[config.mk]
export PLATFORM = sky130hd
export DESIGN_NAME = bit_shift_rotate_unit
export DESIGN_NICKNAME = d
export VERILOG_FILES = /design/src/rtl/bsr_pkg.sv /design/src/rtl/bsr_shifter.sv /design/src/rtl/bsr_bitop.sv /design/src/rtl/bit_shift_rotate_unit.sv
export SDC_FILE = /design/constraint.sdc
export NUM_CORES = 1
export LEC_CHECK = 0
export ABC_AREA = 1
export BUFFER_PORTS_ARGS = -buffer_cell sky130_fd_sc_hd__buf_4
export CAP_MARGIN = 20
export CORE_UTILIZATION = 53
export DETAILED_ROUTE_END_ITERATION = 12
export PLACE_DENSITY = 0.91
export RECOVER_POWER = 100
export REMOVE_ABC_BUFFERS = 1
export SLEW_MARGIN = 10
export SYNTH_ARGS = -nofsm -noshare
export SYNTH_HDL_FRONTEND = slang
export SYNTH_SLANG_ARGS = --single-unit
[constraint.sdc]
create_clock -name vclk -period 3.03
set_clock_uncertainty 0.15 [all_clocks]
set_input_delay 0.606 -clock vclk [all_inputs]
set_output_delay 0.606 -clock vclk [all_outputs]
set_load 0.01 [all_outputs]
[src/rtl/bsr_pkg.sv]
package bsr_pkg;
  typedef enum logic [1:0] {
    CLS_SHROT = 2'd0,
    CLS_TEST  = 2'd1,
    CLS_CLR   = 2'd2,
    CLS_SET   = 2'd3
  } cls_e;

  typedef enum logic [2:0] {
    OP_RLC  = 3'd0,
    OP_RRC  = 3'd1,
    OP_RL   = 3'd2,
    OP_RR   = 3'd3,
    OP_SLA  = 3'd4,
    OP_SRA  = 3'd5,
    OP_SWAP = 3'd6,
    OP_SRL  = 3'd7
  } op_e;

  localparam int FLG_Z = 3;
  localparam int FLG_N = 2;
  localparam int FLG_H = 1;
  localparam int FLG_C = 0;
endpackage

[src/rtl/bsr_shifter.sv]
module bsr_shifter
  import bsr_pkg::*;
#(
  parameter int WIDTH = 8
) (
  input  logic [WIDTH-1:0] opnd_i,
  input  logic             cin_i,
  input  op_e              op_i,
  output logic [WIDTH-1:0] res_o,
  output logic             cout_o
);
  localparam int HALF = WIDTH / 2;

  always_comb begin
    res_o  = opnd_i;
    cout_o = 1'b0;
    unique case (op_i)
      OP_RLC: begin
        res_o  = {opnd_i[WIDTH-2:0], opnd_i[WIDTH-1]};
        cout_o = opnd_i[WIDTH-1];
      end
      OP_RRC: begin
        res_o  = {opnd_i[0], opnd_i[WIDTH-1:1]};
        cout_o = opnd_i[0];
      end
      OP_RL: begin
        res_o  = {opnd_i[WIDTH-2:0], cin_i};
        cout_o = opnd_i[WIDTH-1];
      end
      OP_RR: begin
        res_o  = {cin_i, opnd_i[WIDTH-1:1]};
        cout_o = opnd_i[0];
      end
      OP_SLA: begin
        res_o  = {opnd_i[WIDTH-2:0], 1'b0};
        cout_o = opnd_i[WIDTH-1];
      end
      OP_SRA: begin
        res_o  = {opnd_i[WIDTH-1], opnd_i[WIDTH-1:1]};
        cout_o = opnd_i[0];
      end
      OP_SWAP: begin
        res_o  = {opnd_i[HALF-1:0], opnd_i[WIDTH-1:HALF]};
        cout_o = 1'b0;
      end
      OP_SRL: begin
        res_o  = {1'b0, opnd_i[WIDTH-1:1]};
        cout_o = opnd_i[0];
      end
      default: begin
        res_o  = opnd_i;
        cout_o = 1'b0;
      end
    endcase
  end
endmodule

[src/rtl/bsr_bitop.sv]
module bsr_bitop #(
  parameter int WIDTH = 8,
  localparam int IDX_W = $clog2(WIDTH)
) (
  input  logic [WIDTH-1:0] opnd_i,
  input  logic [IDX_W-1:0] idx_i,
  input  logic             fill_i,
  output logic [WIDTH-1:0] mod_o,
  output logic             picked_o
);
  logic [WIDTH-1:0] sel;

  for (genvar gi = 0; gi < WIDTH; gi++) begin : g_bit
    assign sel[gi]   = (idx_i == IDX_W'(gi));
    assign mod_o[gi] = sel[gi] ? fill_i : opnd_i[gi];
  end

  assign picked_o = |(opnd_i & sel);
endmodule

[src/rtl/bit_shift_rotate_unit.sv]
module bit_shift_rotate_unit
  import bsr_pkg::*;
#(
  parameter int WIDTH = 8,
  localparam int IDX_W = $clog2(WIDTH)
) (
  input  logic [WIDTH-1:0] opnd_i,
  input  logic             carry_i,
  input  logic [2:0]       op_i,
  input  logic [IDX_W-1:0] idx_i,
  input  logic [1:0]       cls_i,
  input  logic             acc_form_i,
  output logic [WIDTH-1:0] result_o,
  output logic             result_we_o,
  output logic             flag_z_o,
  output logic             flag_n_o,
  output logic             flag_h_o,
  output logic             flag_c_o,
  output logic [3:0]       flag_we_o
);
  cls_e             cls;
  op_e              op;
  logic [WIDTH-1:0] sh_res;
  logic             sh_cout;
  logic [WIDTH-1:0] bit_res;
  logic             bit_val;
  logic             is_rot4;

  assign cls     = cls_e'(cls_i);
  assign op      = op_e'(op_i);
  assign is_rot4 = ~op_i[2];

  bsr_shifter #(.WIDTH(WIDTH)) u_shifter (
    .opnd_i (opnd_i),
    .cin_i  (carry_i),
    .op_i   (op),
    .res_o  (sh_res),
    .cout_o (sh_cout)
  );

  bsr_bitop #(.WIDTH(WIDTH)) u_bitop (
    .opnd_i   (opnd_i),
    .idx_i    (idx_i),
    .fill_i   (cls == CLS_SET),
    .mod_o    (bit_res),
    .picked_o (bit_val)
  );

  always_comb begin
    result_o    = opnd_i;
    result_we_o = 1'b0;
    flag_z_o    = 1'b0;
    flag_n_o    = 1'b0;
    flag_h_o    = 1'b0;
    flag_c_o    = 1'b0;
    flag_we_o   = 4'b0000;
    unique case (cls)
      CLS_SHROT: begin
        result_o    = sh_res;
        result_we_o = 1'b1;
        flag_z_o    = (sh_res == '0) && !(acc_form_i && is_rot4);
        flag_c_o    = sh_cout;
        flag_we_o   = 4'b1111;
      end
      CLS_TEST: begin
        flag_z_o         = ~bit_val;
        flag_h_o         = 1'b1;
        flag_we_o[FLG_Z] = 1'b1;
        flag_we_o[FLG_N] = 1'b1;
        flag_we_o[FLG_H] = 1'b1;
      end
      CLS_CLR, CLS_SET: begin
        result_o    = bit_res;
        result_we_o = 1'b1;
      end
      default: ;
    endcase
  end
endmodule

==> results of run 1 <==
[metrics by stage]
stage	utilization (%)	hold WS, ns	setup WS [ns]
floorplan	-	1.09	0.916
global placement	77.6	1.43	0.665
detailed placement	77.6	1.43	0.649
CTS	77.6	1.43	0.650
global route	73.7	1.44	0.305
finish	73.7	1.41	0.463
[cell usage in the layout, fill, tap and decap left out]
master    synthesis  final
nand2_1          31     31
buf_4             5     24
a21oi_1          10     10
inv_1            20     23
nor2_2            1      1
o22ai_1           5      5
nor3_1            1      1
nand2_4           1      1
o21ai_1           4      3
inv_2             4      1
nor2_1           26     27
nand3_1          19     19
nand3_2           2      2
clkbuf_1          0     10
nand4_1           5      5
conb_1            1      1
and2_1            1      1
o21ai_0           8      9
[cell type report]
type / instances / area, sq um
inverters: 24 / 90.1
fillers: 123 / 308
repair buffers: 34 / 218
well taps: 14 / 17.5
multi-input cells: 116 / 538
[logic make-up after synthesis]
logic type	Yosys count	synth area share (%)
AO/OA/AOI/OAI	27	20.0
buffers and inverters	33	22.7
other	1	0.531
AND/OR/NAND/NOR	88	56.7
[power groups by stage]
stage / clock network (W) / registers [W] / logic (W)
floorplan: 0 / 0 / 0.0000683
global placement: 0 / 0 / 0.000135
detailed placement: 0 / 0 / 0.000137
CTS: 0 / 0 / 0.000138
global route: 0 / 0 / 0.000143
finish: 0 / 0 / 0.000129
[layer usage]
layer	wire, um	vias to the layer above	track usage [%]
met5	0	-	0
met4	19	0	0
met3	183	2	0
met2	995	67	57.9
met1	920	421	39.4
li1	-	528	-
[tightest hold or removal path: stages]
cell	delay [ns]
buf_4	0.14
nand2_1	0.08
clkbuf_1	0.13
[worst max path at each step]
| stage | to | slack (ns) |
|---|---|---|
| 2_1_floorplan | flag_z_o | 0.92 |
| 3_3_place_gp | flag_z_o | 0.67 |
| 3_5_place_dp | flag_z_o | 0.65 |
| 4_1_cts | flag_z_o | 0.65 |
| 5_1_grt | flag_z_o | 0.30 |
| 6_report | flag_z_o | 0.46 |
==> results.sh, run 1 <==
export IMPL_outcome="complete, no violations"
export IMPL_seqPwrFrac_pct=0
export IMPL_vias=1018
export IMPL_ys_types=20
export IMPL_synth_top_area_share_pct=16.5
export IMPL_syn_avg_cell_area_sq_um=4.74
export IMPL_setup_viol=0
export IMPL_cts_hold_repair_buffers=0
export IMPL_final_cell_count_no_fill=188
export IMPL_placed_cell_area_sq_um=908
export IMPL_crit_type="input pin to output pin"
export IMPL_finalHoldViolCount=0
export IMPL_postSynthCellCount=149
export IMPL_grt_overflow_total=0
export IMPL_drc_errors=0
export IMPL_crit_fanout=10
export IMPL_fp_coreArea_sq_um=1170
export IMPL_n_clock_buffer=0
export IMPL_crit_path_end_kind="output pin"
export IMPL_finalCritPeriodShare_pct=84.7
export IMPL_yosysMostFrequentCell="nand2_1"
export IMPL_io_pins=35
export IMPL_peakVddDrop_uv=80.7
export IMPL_startpoint="cls_i[1]"
export IMPL_fp_row_count=12
export IMPL_cp_top_family="simple AND/OR/NAND/NOR gates"
export IMPL_area_delta_synth_final_pct=22.3
export IMPL_power_density_nw_per_um2=150
export IMPL_p_sw_w=0.0000785
export IMPL_cp_slowest_cell="nor2_1"
export IMPL_die_y_um=38.5
export IMPL_routedWlPerCell_um=11.3
export IMPL_place_gp_congestion=0.949
export IMPL_cp_num_cells=9
export IMPL_critPathMaxStageDelay_ns=0.43
export IMPL_required_ns=2.27
export IMPL_placement_io_buffers=34
export IMPL_hold_start="cls_i[0]"
export IMPL_finish_instance_area_sq_um=863
export IMPL_die_w_um=38.5
export IMPL_drv_slew=0
export IMPL_grt_pass1_wl_um=3330
export IMPL_antenna_found_initial=0
export IMPL_track_usage_pct=30.2
export IMPL_hold_class="input pin to output pin"
export IMPL_grt_setup_unrepaired="false"
export IMPL_regArea_sq_um=0
export IMPL_fin_nets=194
export IMPL_relSlewSlack_pct=65.2
export IMPL_totalWireLength_um=2120
export IMPL_grt_pass1_vias=815
export IMPL_routed_via_density=5.41
export IMPL_worst_pin_slew_ns=0.520
export IMPL_dieArea_sq_um=1480
export IMPL_seq_cell_count=0
export IMPL_fin_setup_tns_ns=0
export IMPL_grt_max_degree=14
export IMPL_netlist_area_sq_um=706
export IMPL_crit_arrival_ns=1.81
export IMPL_cpMostUsedCell="nand2_1"
export IMPL_p_clk_share_pct=0
export IMPL_ys_seq_area_share_pct=0
export IMPL_start_util_pct=60.3
export IMPL_hpwl_um=1670
export IMPL_combPwrFrac_pct=100.0
export IMPL_cts_resized=0
export IMPL_drt_iter0_markers=39
export IMPL_yosysTopAreaCell="nand2_1"
export IMPL_max_freq_ghz=0.390
export IMPL_antenna_cells=0
export IMPL_swShare_pct=60.8
export IMPL_whs_path_depth=3
export IMPL_p_leak_nw=0.487
export IMPL_p_total_w=0.000129
export IMPL_hold_path_endpoint="result_we_o"
export IMPL_final_layout_size_suffix_gt1_share_pct=16.7
export IMPL_synthTopCellsByArea="nand2_1 16%, nor2_1 14%, nand3_1 13%"
export IMPL_worst_path_buf_inv=2
export IMPL_synth_common_cells="31 x nand2_1, 26 x nor2_1, 20 x inv_1"
export IMPL_period_minus_slack_ns=2.57
export IMPL_internal_power_w=0.0000507
export IMPL_postRouteAntennaNets=0
export IMPL_drv_cap=0
export IMPL_cts_setup_buffers=0
export IMPL_dpl_cell_count=188
export IMPL_drtPass1Iterations=4
export IMPL_path_cells="buf_4, nor2_1, nand2_1, nor2_1, nand2_1, nor2_1, nand2_1, nand2_1, buf_4"
export IMPL_yosys_warnings=0
export IMPL_worst_setup_path_start_kind="input pin"
(Power assumes the default switching activity.)
==> run 2, diff against run 1 <==
- CORE_UTILIZATION: 53 -> 44
- PLACE_DENSITY: 0.91 -> 0.8
- clock period: 3.03 -> 2.1 ns (I/O delays scaled with it)
==> results.sh, run 2 (synthesis gave the netlist of run 1 again) <==
export IMPL_outcome="complete, no violations"
export IMPL_crit_type="input pin to output pin"
export IMPL_setup_viol=0
export IMPL_worst_setup_path_start_kind="input pin"
export IMPL_grt_setup_unrepaired="false"
export IMPL_io_pins=35
export IMPL_dieArea_sq_um=1770
export IMPL_hpwl_um=1780
export IMPL_totalWireLength_um=2160
export IMPL_drtPass1Iterations=4
export IMPL_layout_cells_most_common_list="31 x nand2_1, 27 x buf_4, 26 x nor2_1"
export IMPL_final_layout_size_suffix_gt1_share_pct=20.6
export IMPL_die_w_um=42.0
export IMPL_peakVddDrop_uv=95.8
export IMPL_finish_instance_area_sq_um=896
export IMPL_hold_path_endpoint="flag_we_o[0]"
export IMPL_met3WireLength_um=172
export IMPL_nFillCells=174
export IMPL_crit_arrival_ns=1.41
export IMPL_grt_pass1_vias=879
export IMPL_start_util_pct=46.8
export IMPL_regArea_sq_um=0
export IMPL_hold_start="cls_i[0]"
export IMPL_fp_row_count=14
export IMPL_met1_length_um=952
export IMPL_n_clock_buffer=0
export IMPL_crit_path_end_kind="output pin"
export IMPL_p_leak_nw=0.500
export IMPL_vias=1050
export IMPL_wl_met2_um=999
export IMPL_track_usage_pct=24.4
export IMPL_fp_coreArea_sq_um=1510
export IMPL_routedWlPerCell_um=11.3
export IMPL_max_freq_ghz=0.504
export IMPL_seq_cell_count=0
export IMPL_finalHoldViolCount=0
export IMPL_placed_cell_area_sq_um=918
export IMPL_drv_cap=0
export IMPL_placement_io_buffers=34
export IMPL_drc_errors=0
export IMPL_required_ns=1.53
export IMPL_power_density_nw_per_um2=216
export IMPL_drt_iter0_markers=35
export IMPL_hold_class="input pin to output pin"
export IMPL_antenna_cells=0
export IMPL_grt_pass1_wl_um=3530
export IMPL_routed_via_density=5.50
export IMPL_crit_fanout=10
export IMPL_fin_setup_tns_ns=0
export IMPL_cts_setup_buffers=0
export IMPL_fin_nets=195
export IMPL_top_layer="met4"
export IMPL_antenna_found_initial=0
export IMPL_grt_max_degree=14
export IMPL_whs_path_depth=3
export IMPL_period_minus_slack_ns=1.98
export IMPL_area_delta_synth_final_pct=27.0
export IMPL_drv_slew=0
export IMPL_place_gp_congestion=0.930
export IMPL_postRouteAntennaNets=0
export IMPL_finalCritPeriodShare_pct=94.5
export IMPL_die_y_um=42.0
export IMPL_final_common_cell="nand2_1"
export IMPL_grt_overflow_total=0
[run 2: cell count changes in the layout (fill, tap and decap cells not counted), sizes merged]
| cell | delta |
|---|---|
| buf | +3 |
| clkbuf | -2 |
[run 2: layout make-up]
cell class	instances	area, sq um	area share (%)
Tap cell	16	20.0	2.23
Inverter	24	92.6	10.3
Multi-Input combinational cell	116	551	61.5
Timing Repair Buffer	35	233	26.0
[run 2: report_power, final]
part	internal, W	total, W	switching, W
registers	0	0	0
logic	0.0000779	0.000193	0.000115
clock network	0	0	0
total	0.0000779	0.000193	0.000115
[run 2: worst max path at each step]
stage	startpoint	end	slack, ns	cells after the start
detailed placement	op_i[0]	flag_z_o	0.09	10
floorplan	cls_i[1]	flag_z_o	0.36	7
finish	op_i[2]	flag_z_o	0.12	8
global placement	op_i[0]	flag_z_o	0.11	10
global route	op_i[0]	flag_z_o	0.02	11
CTS	op_i[0]	flag_z_o	0.08	10
[run 2: what timing repair did]
item                       in CTS  in global routing
hold buffers                    0                  0
setup endpoints to repair       0                  2
resized for setup               0                  3
hold endpoints to repair        0                  0
[run 2: routing by layer]
metal	track usage, %	vias to the layer above
li1	-	536
met1	32.9	453
met2	43.1	57
met3	1.72	4
met4	4.38	0
met5	0	-
[run 2: worst max-delay path: stages]
cell and delay (ns):
buf_4 0.16, nor3_1 0.25, and2_1 0.16, a21oi_1 0.05, nor2_1 0.12, nand2_1 0.06
nand2_1 0.07, buf_4 0.12
[run 2: metrics by stage]
step | cells | util [%] | hold slack, ns | power (W) | setup slack, ns
4_1_cts | 191 | 61.0 | 1.05 | 0.000201 | 0.0812
6_report | 191 | 59.5 | 1.05 | 0.000193 | 0.116
2_1_floorplan | 140 | - | 0.723 | 0.0000985 | 0.358
5_1_grt | 191 | 59.5 | 1.06 | 0.000215 | 0.0161
3_5_place_dp | 191 | 61.0 | 1.05 | 0.000200 | 0.0868
3_3_place_gp | 191 | 61.0 | 1.05 | 0.000198 | 0.112
